--- src/rtl/bqs_pkg.sv ---
package bqs_pkg;
  typedef enum logic [1:0] {
    PH_IDLE   = 2'd0,
    PH_WRITE  = 2'd1,
    PH_LOADED = 2'd2,
    PH_READ   = 2'd3
  } phase_e;
endpackage

--- src/rtl/bqs_quant.sv ---
// Voltage-to-bin mapper: multiply by a precomputed reciprocal of the bin
// width, add half an LSB, shift right, then clamp into [0, M-1].
module bqs_quant #(
  parameter int VW   = 12,
  parameter int VMIN = 1000,
  parameter int VMAX = 1800,
  parameter int M    = 8,
  parameter int SH   = 20,
  parameter int AW   = (M > 1) ? $clog2(M) : 1
) (
  input  logic [VW-1:0] volt,
  output logic [AW-1:0] bin
);
  localparam longint SPAN  = longint'(VMAX - VMIN);
  localparam longint RECIP = ((longint'(M) <<< SH) + SPAN / 2) / SPAN;
  localparam longint HALF  = longint'(1) <<< (SH - 1);

  logic [63:0] vx, dx, prod, q;

  always_comb begin
    vx   = 64'(volt);
    dx   = '0;
    prod = '0;
    q    = '0;
    if (vx >= 64'(VMIN)) begin
      dx   = vx - 64'(VMIN);
      prod = dx * 64'(RECIP) + 64'(HALF);
      q    = prod >> SH;
      if (q > 64'(M - 1)) q = 64'(M - 1);
    end
    bin = AW'(q);
  end
endmodule

--- src/rtl/bqs_fifo.sv ---
// One bin: FIFO with synchronous clear, deep enough for every sub-module.
module bqs_fifo #(
  parameter int DEPTH = 16,
  parameter int W     = 5
) (
  input  logic         clk,
  input  logic         rst_n,
  input  logic         clr,
  input  logic         push,
  input  logic [W-1:0] din,
  input  logic         pop,
  output logic [W-1:0] dout,
  output logic         empty
);
  localparam int IW = (DEPTH > 1) ? $clog2(DEPTH) : 1;
  localparam int CW = $clog2(DEPTH + 1);

  logic [W-1:0]  mem [DEPTH];
  logic [IW-1:0] wp, rp;
  logic [CW-1:0] cnt;
  logic          do_push, do_pop;

  assign do_push = push && (cnt != CW'(DEPTH));
  assign do_pop  = pop && (cnt != '0);
  assign empty   = (cnt == '0);
  assign dout    = mem[rp];

  always_ff @(posedge clk) begin
    if (do_push && !clr) mem[wp] <= din;
  end

  always_ff @(posedge clk) begin
    if (!rst_n || clr) begin
      wp  <= '0;
      rp  <= '0;
      cnt <= '0;
    end else begin
      if (do_push) wp <= (wp == IW'(DEPTH - 1)) ? '0 : wp + 1'b1;
      if (do_pop)  rp <= (rp == IW'(DEPTH - 1)) ? '0 : rp + 1'b1;
      case ({do_push, do_pop})
        2'b10:   cnt <= cnt + 1'b1;
        2'b01:   cnt <= cnt - 1'b1;
        default: cnt <= cnt;
      endcase
    end
  end
endmodule

--- src/rtl/bucket_quasi_sorter.sv ---
module bucket_quasi_sorter #(
  parameter int N    = 16,
  parameter int M    = 8,
  parameter int VW   = 12,
  parameter int VMIN = 1000,
  parameter int VMAX = 1800,
  parameter int SH   = 20
) (
  input  logic                  clk,
  input  logic                  rst_n,
  input  logic                  wr_start,
  input  logic                  in_valid,
  output logic                  in_ready,
  input  logic [VW-1:0]         in_volt,
  input  logic                  in_ins,
  input  logic                  rd_start,
  input  logic                  rd_desc,
  output logic                  out_valid,
  input  logic                  out_ready,
  output logic [$clog2(N)-1:0]  out_pos,
  output logic                  out_ins,
  output logic                  out_last
);
  import bqs_pkg::*;

  localparam int PW = $clog2(N);
  localparam int AW = (M > 1) ? $clog2(M) : 1;
  localparam int CW = $clog2(N + 1);
  localparam int EW = PW + 1;

  phase_e        ph;
  logic [CW-1:0] cnt;
  logic [AW-1:0] bptr;
  logic          desc;
  logic [AW-1:0] wbin;
  logic          clr, accept, fire, cur_empty;
  logic [EW-1:0] din, cur_head;
  logic [EW-1:0] heads  [M];
  logic [M-1:0]  empt;
  logic [M-1:0]  push_v, pop_v;

  bqs_quant #(
    .VW(VW), .VMIN(VMIN), .VMAX(VMAX), .M(M), .SH(SH), .AW(AW)
  ) u_quant (
    .volt (in_volt),
    .bin  (wbin)
  );

  assign in_ready  = (ph == PH_WRITE);
  assign accept    = in_valid && in_ready;
  assign clr       = wr_start && (ph == PH_IDLE || ph == PH_LOADED);
  assign din       = {PW'(cnt), in_ins};
  assign cur_empty = empt[bptr];
  assign cur_head  = heads[bptr];
  assign out_valid = (ph == PH_READ) && !cur_empty;
  assign out_pos   = cur_head[EW-1:1];
  assign out_ins   = cur_head[0];
  assign out_last  = out_valid && (cnt == CW'(N - 1));
  assign fire      = out_valid && out_ready;

  for (genvar b = 0; b < M; b++) begin : g_bin
    assign push_v[b] = accept && (wbin == AW'(b));
    assign pop_v[b]  = fire && (bptr == AW'(b));
    bqs_fifo #(.DEPTH(N), .W(EW)) u_fifo (
      .clk   (clk),
      .rst_n (rst_n),
      .clr   (clr),
      .push  (push_v[b]),
      .din   (din),
      .pop   (pop_v[b]),
      .dout  (heads[b]),
      .empty (empt[b])
    );
  end

  always_ff @(posedge clk) begin
    if (!rst_n) begin
      ph   <= PH_IDLE;
      cnt  <= '0;
      bptr <= '0;
      desc <= 1'b0;
    end else begin
      case (ph)
        PH_IDLE: if (clr) begin
          ph  <= PH_WRITE;
          cnt <= '0;
        end
        PH_WRITE: if (accept) begin
          cnt <= cnt + 1'b1;
          if (cnt == CW'(N - 1)) ph <= PH_LOADED;
        end
        PH_LOADED: begin
          if (clr) begin
            ph  <= PH_WRITE;
            cnt <= '0;
          end else if (rd_start) begin
            ph   <= PH_READ;
            cnt  <= '0;
            desc <= rd_desc;
            bptr <= rd_desc ? AW'(M - 1) : '0;
          end
        end
        PH_READ: begin
          if (fire) begin
            cnt <= cnt + 1'b1;
            if (cnt == CW'(N - 1)) ph <= PH_IDLE;
          end else if (cur_empty) begin
            if (desc && bptr != '0)              bptr <= bptr - 1'b1;
            else if (!desc && bptr != AW'(M-1))  bptr <= bptr + 1'b1;
          end
        end
        default: ph <= PH_IDLE;
      endcase
    end
  end
endmodule

--- config.mk ---
export PLATFORM = sky130hd
export DESIGN_NAME = bucket_quasi_sorter
export DESIGN_NICKNAME = d
export VERILOG_FILES = /design/src/rtl/bqs_pkg.sv /design/src/rtl/bqs_quant.sv /design/src/rtl/bqs_fifo.sv /design/src/rtl/bucket_quasi_sorter.sv
export SDC_FILE = /design/constraint.sdc
export NUM_CORES = 1
export LEC_CHECK = 0
export ABC_AREA = 0
export BUFFER_PORTS_ARGS = -buffer_cell sky130_fd_sc_hd__buf_2
export CORE_MARGIN = 2
export CORE_UTILIZATION = 64
export DETAILED_ROUTE_END_ITERATION = 10
export PLACE_DENSITY = 0.77
export SETUP_SLACK_MARGIN = 0.02
export SYNTH_ARGS = -nofsm -noshare
export SYNTH_HDL_FRONTEND = slang
export SYNTH_SLANG_ARGS = --single-unit
--- constraint.sdc ---
create_clock -name clk -period 11.9 [get_ports clk]
set_input_delay 1.19 -clock clk [delete_from_list [all_inputs] [get_ports clk]]
set_output_delay 1.19 -clock clk [all_outputs]
set_load 0.1 [all_outputs]
==> results.py, run 1 <==
metrics = {
    "power": {
        "ir_worst_vdd_mv": 0.3792,
        "pwr-share-clk_pct": 32.1,
        "p_switching_w": 0.002603,
        "pwr-share-seq_pct": 37.4,
        "comb_power_share_pct": 30.5,
        "p_int_w": 0.005304,
        "power_density_nw_per_um2": 192.7,
        "swShare_pct": 32.92,
        "power_leakage_nw": 14.32,
    },
    "place": {
        "post-place-ws_ns": 1.087,
        "dp_hpwl_mm": 53.44,
        "finalWeightedCongestion": 0.8850,
        "dp_cells": 3204,
        "numPortBuffers": 27,
    },
    "clock_network": {
        "cts_setup_buffers": 0,
        "worst_setup_hold_path_clk_slew_ns": 0.06,
        "max-clock-path-buffers": 3,
        "clk_latency_ns": 0.63,
        "clock_sink_count": 787,
        "h-tree-depth": 3,
        "cts_resized": 0,
        "cts_root_buffer": "clkbuf_16",
        "cts_hold_buf": 0,
        "cts_made_buffers": 79,
        "cts_tree": "done",
    },
    "die": {
        "io_pins": 28,
        "die_area_sq_um": 60190,
        "fp-row-count": 88,
        "fp.coreArea_sq_um": 57590,
        "start_util_pct": 64.73,
        "dieHeight_microns": 245.3,
        "die_w_microns": 245.3,
    },
    "worst_setup_path": {
        "crit_required_ns": 12.43,
        "crit_path_end_kind": "flip-flop",
        "crit_family": "adder cells",
        "path_class": "in -> reg",
        "cp.arrival_ns": 10.85,
        "max_stage_delay_ns": 0.64,
        "slowest_stage": "a311oi_4",
        "cpMostUsedCell": "fa_1",
        "crit_buf_inv": 6,
        "cp_max_fo": 26,
        "crit_path_start_kind": "input pin",
    },
    "timing": {
        "fin_crit_ns": 10.32,
        "relSlewSlack_pct": 19.47,
        "rsz0062_at_grt": "no",
        "drv_slew": 0,
        "fin_setup_tns_ns": 0,
        "tightestPinTransition_ns": 1.191,
        "fin_skew_ns": 0.02300,
        "hold_violations": 0,
        "period_share_pct": 86.69,
        "setup_viol": 0,
        "max_freq_mhz": 96.93,
        "setup_slack_ns": 1.584,
    },
    "cells_and_area": {
        "finalNonFillerCells": 3351,
        "drive_gt1_share_pct": 16.67,
        "layout_commonest_cell": "edfxtp_1",
        "final_cell_mix": "640 x edfxtp_1, 211 x mux4_2, 178 x ha_1",
        "areaGrowthSynthToFinish_pct": 10.08,
        "fin_nets": 2785,
    },
    "global_routing": {
        "grt_usage_pct": 27.55,
        "antenna_found_initial": 2,
        "grt_max_degree": 100,
        "grt_pass1_wl_mm": 126.7,
        "grt_pass1_vias": 21960,
        "grt_overflow": 0,
    },
    "routing": {
        "dr.pass1.iters": 5,
        "routed_wirelength_mm": 79.75,
        "num_vias": 21440,
        "ant_nets": 0,
        "vias_per_cell": 6.397,
        "drc": 0,
        "drtIter0Drc": 2027,
        "wl_per_cell_microns": 23.80,
    },
    "yosys": {
        "synth-edff-count": 640,
        "synth_area_sq_um": 37270,
        "synth_top_area_share_pct": 51.56,
        "synthCells": 2463,
        "yosysTopAreaCell": "edfxtp_1",
        "ys_seq_area_share_pct": 59.45,
        "syn_avg_cell_area_sq_um": 15.13,
        "ys_async_sr_fraction_pct": 0,
        "yosys_warnings": 0,
        "synth.area.top_cells": "edfxtp_1 52%, mux4_2 13%, dfxtp_1 7.9%",
        "syn_nets": 2728,
        "synth_flop_cell": "edfxtp_1",
        "synth_cell_types": 82,
        "ys_seq_elements": 787,
    },
    "status": {
        "status": "complete, no violations",
    },
    "worst_hold_path": {
        "hold_path.class": "reg -> reg",
    },
    "job": {
        "maxCapViolCount": 0,
    },
}
sequential cells by signal (all words and copies together), names as in the netlist, named ones only:
| signal | count |
|---|---|
| g_bin.u_fifo.mem | 640 |
| g_bin.u_fifo.wp | 32 |
| g_bin.u_fifo.rp | 32 |
| bptr | 3 |
| cnt | 5 |
| ph | 2 |
| desc | 1 |
| g_bin.u_fifo.cnt | 40 |
metrics by stage:
stage | power (W) | hold slack (ns) | instance area, sq um | utilization [%]
2_1_floorplan | 0.004695 | 0.4627 | 37270 | -
3_5_place_dp | 0.005383 | 0.4997 | 38330 | 66.57
5_1_grt | 0.008304 | 0.5340 | 41030 | 71.25
3_3_place_gp | 0.005353 | 0.4861 | 38330 | 66.57
6_report | 0.007907 | 0.5134 | 41030 | 71.26
4_1_cts | 0.007915 | 0.5114 | 41030 | 71.25
kinds of logic (layout without fill, tap and decap cells):
logic type,count (synthesis),count (layout),share of synthesized area (%)
simple gates,554,554,8.006
fa+ha+maj,245,245,9.573
other cells,0,1,0
mux,240,240,13.53
flops,787,787,59.45
compound gates,310,310,5.139
buf+inv,256,378,2.628
xor+xnor,71,71,1.668
power groups by stage:
stage	registers (W)	clock network, W	logic, W
6_report	0.00296	0.00254	0.00241
5_1_grt	0.00296	0.00267	0.00268
4_1_cts	0.00296	0.00257	0.00238
3_5_place_dp	0.00302	0	0.00237
3_3_place_gp	0.00302	0	0.00234
2_1_floorplan	0.00302	0	0.00168
area by class of cell:
type | count | area, sq um
repair buffers | 63 | 407.9
fillers | 3577 | 16550
clock inverters | 43 | 516.7
clock buffers | 103 | 2180
inverters | 169 | 634.4
flip-flops and latches | 787 | 22180
well taps | 765 | 957.2
multi-input cells | 1420 | 14160
diodes | 1 | 2.502
synthesized netlist by cell type (all sizes together), types with 43 or more instances:
cell type,number
edfxtp,640
dfxtp,147
xor2,43
a21oi,128
ha,178
mux4,211
inv,168
nand2,107
o21ai,56
clkbuf,62
fa,67
nor2,138
and3,87
path summary, 6_finish.rpt:
path / startpoint / endpoint / slack (ns) / depth (start not counted)
setup / recovery: in_volt[3] / g_bin[3].u_fifo.cnt[4]$_SDFFE_PP0P_ / 1.58 / 36
hold reg to reg: desc$_SDFFE_PN0P_ / desc$_SDFFE_PN0P_ / 0.51 / 2
hold / removal: desc$_SDFFE_PN0P_ / desc$_SDFFE_PN0P_ / 0.51 / 2
setup reg to reg: bptr[1]$_SDFFE_PN0P_ / g_bin[2].u_fifo.cnt[4]$_SDFFE_PP0P_ / 6.25 / 15
metal layers:
metal / GRT usage, % / vias up / wire length (microns)
li1: - / 9593 / -
met1: 38.86 / 10930 / 33540
met2: 45.45 / 759 / 39510
met3: 4.169 / 154 / 4619
met4: 7.594 / 2 / 2074
met5: 0 / - / 13
worst register-to-register path: cells and delay by family, from the launching register on:
| family | cells | cell delay [ns] |
|---|---|---|
| AO/OA/AOI/OAI | 6 | 1.55 |
| XOR/XNOR | 1 | 0.13 |
| adder cells (fa/ha/maj) | 2 | 0.80 |
| buffers and inverters | 3 | 0.70 |
| flip-flops | 1 | 0.70 |
| AND/OR/NAND/NOR | 3 | 1.70 |
Note: power is estimated with default switching activity, not from simulation.
==> run 2, diff against run 1 <==
CORE_UTILIZATION = 30   (was 64)
PLACE_DENSITY = 0.41   (was 0.77)
==> run 2 against run 1 <==
Sequential cell count is the same. Fmax grew 1.6%. Count of clock-buffer cells in the layout grew 15. Worst hold slack lost 0.015 ns. Total power grew 6.8%. Critical path depth grew 4. Die area grew 110%. Clock power grew 14%. Sequential power is essentially flat. Critical path type unchanged. Largest cell class unchanged. Largest power group unchanged. Highest routed layer unchanged.
==> results.py, run 2 (synthesis gave the netlist of run 1 again) <==
metrics = {
    "worst_setup_path": {
        "timing.rr.start": "bptr[0]$_SDFFE_PN0P_",
        "path_class": "in -> reg",
        "cp_max_fo": 20,
        "slowest_stage": "a311oi_4",
        "crit_path_start_kind": "input pin",
        "crit_start": "in_volt[3]",
        "worstSetupEndpoint": "g_bin[2].u_fifo.cnt[4]$_SDFFE_PP0P_",
        "crit_required_ns": 12.48,
        "crit_path_end_kind": "flip-flop",
        "r2r_slack_ns": 6.96,
        "cpMostUsedCell": "inv_1",
        "cp.arrival_ns": 10.74,
        "max_stage_delay_ns": 0.63,
        "worstRegToRegCells": 15,
        "r2r-end": "g_bin[0].u_fifo.cnt[4]$_SDFFE_PP0P_",
    },
    "place": {
        "numPortBuffers": 27,
        "finalWeightedCongestion": 0.7884,
        "dp_hpwl_mm": 62.64,
    },
    "timing": {
        "tightestPinTransition_ns": 1.161,
        "setup_viol": 0,
        "period_share_pct": 85.34,
        "fin_skew_ns": 0.03217,
        "relSlewSlack_pct": 22.49,
        "max_freq_mhz": 98.47,
        "hold-worst-slack_ns": 0.4986,
        "drv_slew": 0,
        "hold_violations": 0,
        "rsz0062_at_grt": "no",
        "fin_setup_tns_ns": 0,
        "fin_crit_ns": 10.16,
    },
    "routing": {
        "drtIter0Drc": 1286,
        "routed_wirelength_mm": 89.65,
        "drc": 0,
        "dr.max_layer_used": "met5",
        "wl_met2_mm": 43.39,
        "dr.pass1.iters": 5,
        "ant_nets": 0,
        "vias_per_cell": 4.867,
        "wl_met3_mm": 2.995,
        "num_vias": 20680,
        "wl_per_cell_microns": 21.10,
        "wl_met1_mm": 41.44,
    },
    "clock_network": {
        "max-clock-path-buffers": 3,
        "cts_tree": "done",
        "cts_resized": 0,
        "clk_latency_ns": 0.67,
        "clock_sink_count": 787,
        "h-tree-depth": 3,
        "cts_setup_buffers": 0,
        "cts_made_buffers": 89,
        "worst_setup_hold_path_clk_slew_ns": 0.06,
        "cts_hold_buf": 0,
        "cts_root_buffer": "clkbuf_16",
    },
    "worst_hold_path": {
        "hold_path.class": "reg -> reg",
    },
    "power": {
        "pwr-share-seq_pct": 35.1,
        "pwr-share-clk_pct": 34.3,
        "ir_worst_vdd_mv": 0.3490,
        "p_switching_w": 0.002856,
        "power_leakage_nw": 14.53,
        "power_density_nw_per_um2": 198.4,
        "p_int_w": 0.005591,
        "swShare_pct": 33.81,
        "comb_power_share_pct": 30.7,
    },
    "die": {
        "io_pins": 28,
        "die_area_sq_um": 127100,
        "dieHeight_microns": 356.5,
        "die_w_microns": 356.5,
        "start_util_pct": 30.19,
        "fp-row-count": 129,
        "fp.coreArea_sq_um": 123500,
    },
    "global_routing": {
        "grt_usage_pct": 14.32,
        "grt_pass1_wl_mm": 137.8,
        "grt_overflow": 0,
        "grt_pass1_vias": 21820,
        "grt_max_degree": 90,
        "antenna_found_initial": 10,
    },
    "cells_and_area": {
        "areaGrowthSynthToFinish_pct": 14.24,
        "largest_reg_flops": 640,
        "layout_commonest_cell": "edfxtp_1",
        "fin_nets": 2798,
        "fill_cells": 11830,
        "top_regs": "g_bin.u_fifo.mem (640), g_bin.u_fifo.cnt (40)",
        "final_cell_mix": "640 x edfxtp_1, 211 x mux4_2, 178 x ha_1",
        "drive_gt1_share_pct": 17.25,
        "seq_area_sq_um": 22180,
        "largest-register": "g_bin.u_fifo.mem",
        "multiInputGateArea_sq_um": 14170,
    },
    "status": {
        "status": "complete, no violations",
    },
    "job": {
        "maxCapViolCount": 0,
    },
}
==> run 2: area by class of cell <==
cell class	instances	area share, %
diodes	2	0.01175
clock buffers	118	5.806
clock inverters	49	1.516
inverters	169	1.490
multi-input cells	1420	33.27
flip-flops and latches	787	52.08
well taps	1637	4.810
repair buffers	66	1.011
==> run 2: critical path: cells and delay by family <==
kind | cells | cell delay, ns
AND/OR/NAND/NOR | 14 | 3.09
XOR/XNOR | 3 | 0.39
buffers and inverters | 9 | 1.28
AO/OA/AOI/OAI | 6 | 1.69
adder cells (fa/ha/maj) | 8 | 3.05
==> run 2: worst min path at each step <==
stage	from	endpoint	slack (ns)	depth (start not counted)
final	g_bin[7].u_fifo.cnt[4]$_SDFFE_PP0P_	g_bin[7].u_fifo.cnt[4]$_SDFFE_PP0P_	0.50	2
after CTS	g_bin[5].u_fifo.cnt[4]$_SDFFE_PP0P_	g_bin[5].u_fifo.cnt[4]$_SDFFE_PP0P_	0.51	2
after global routing	g_bin[2].u_fifo.cnt[4]$_SDFFE_PP0P_	g_bin[2].u_fifo.cnt[4]$_SDFFE_PP0P_	0.54	2
after global placement	g_bin[7].u_fifo.cnt[4]$_SDFFE_PP0P_	g_bin[7].u_fifo.cnt[4]$_SDFFE_PP0P_	0.49	2
after detailed placement	g_bin[5].u_fifo.cnt[4]$_SDFFE_PP0P_	g_bin[5].u_fifo.cnt[4]$_SDFFE_PP0P_	0.50	2
after floorplan	desc$_SDFFE_PN0P_	desc$_SDFFE_PN0P_	0.46	2
==> run 2: stage by stage <==
step / cell area [sq um] / worst slack [ns] / util [%] / total power [W] / std cells
after floorplan: 37270 / 1.485 / - / 0.004695 / 2463
after global placement: 39460 / 1.082 / 31.96 / 0.005633 / 4079
after detailed placement: 39460 / 1.029 / 31.96 / 0.005606 / 4079
after CTS: 42580 / 1.745 / 34.48 / 0.008548 / 4246
after global routing: 42580 / 0.9395 / 34.48 / 0.008941 / 4246
final: 42580 / 1.744 / 34.49 / 0.008446 / 4248
==> run 2: per-layer routing <==
metal	GRT usage (%)	up-vias
met3	2.036	106
met2	23.68	286
met1	19.61	10640
met5	0	-
li1	-	9638
met4	4.068	4
==> run 2: power groups by stage <==
stage	Combinational, W	Sequential, W	Clock (W)
2_1_floorplan	0.00168	0.00302	0
3_3_place_gp	0.00261	0.00302	0
3_5_place_dp	0.00259	0.00302	0
4_1_cts	0.00260	0.00296	0.00298
5_1_grt	0.00290	0.00296	0.00309
6_report	0.00259	0.00296	0.00289
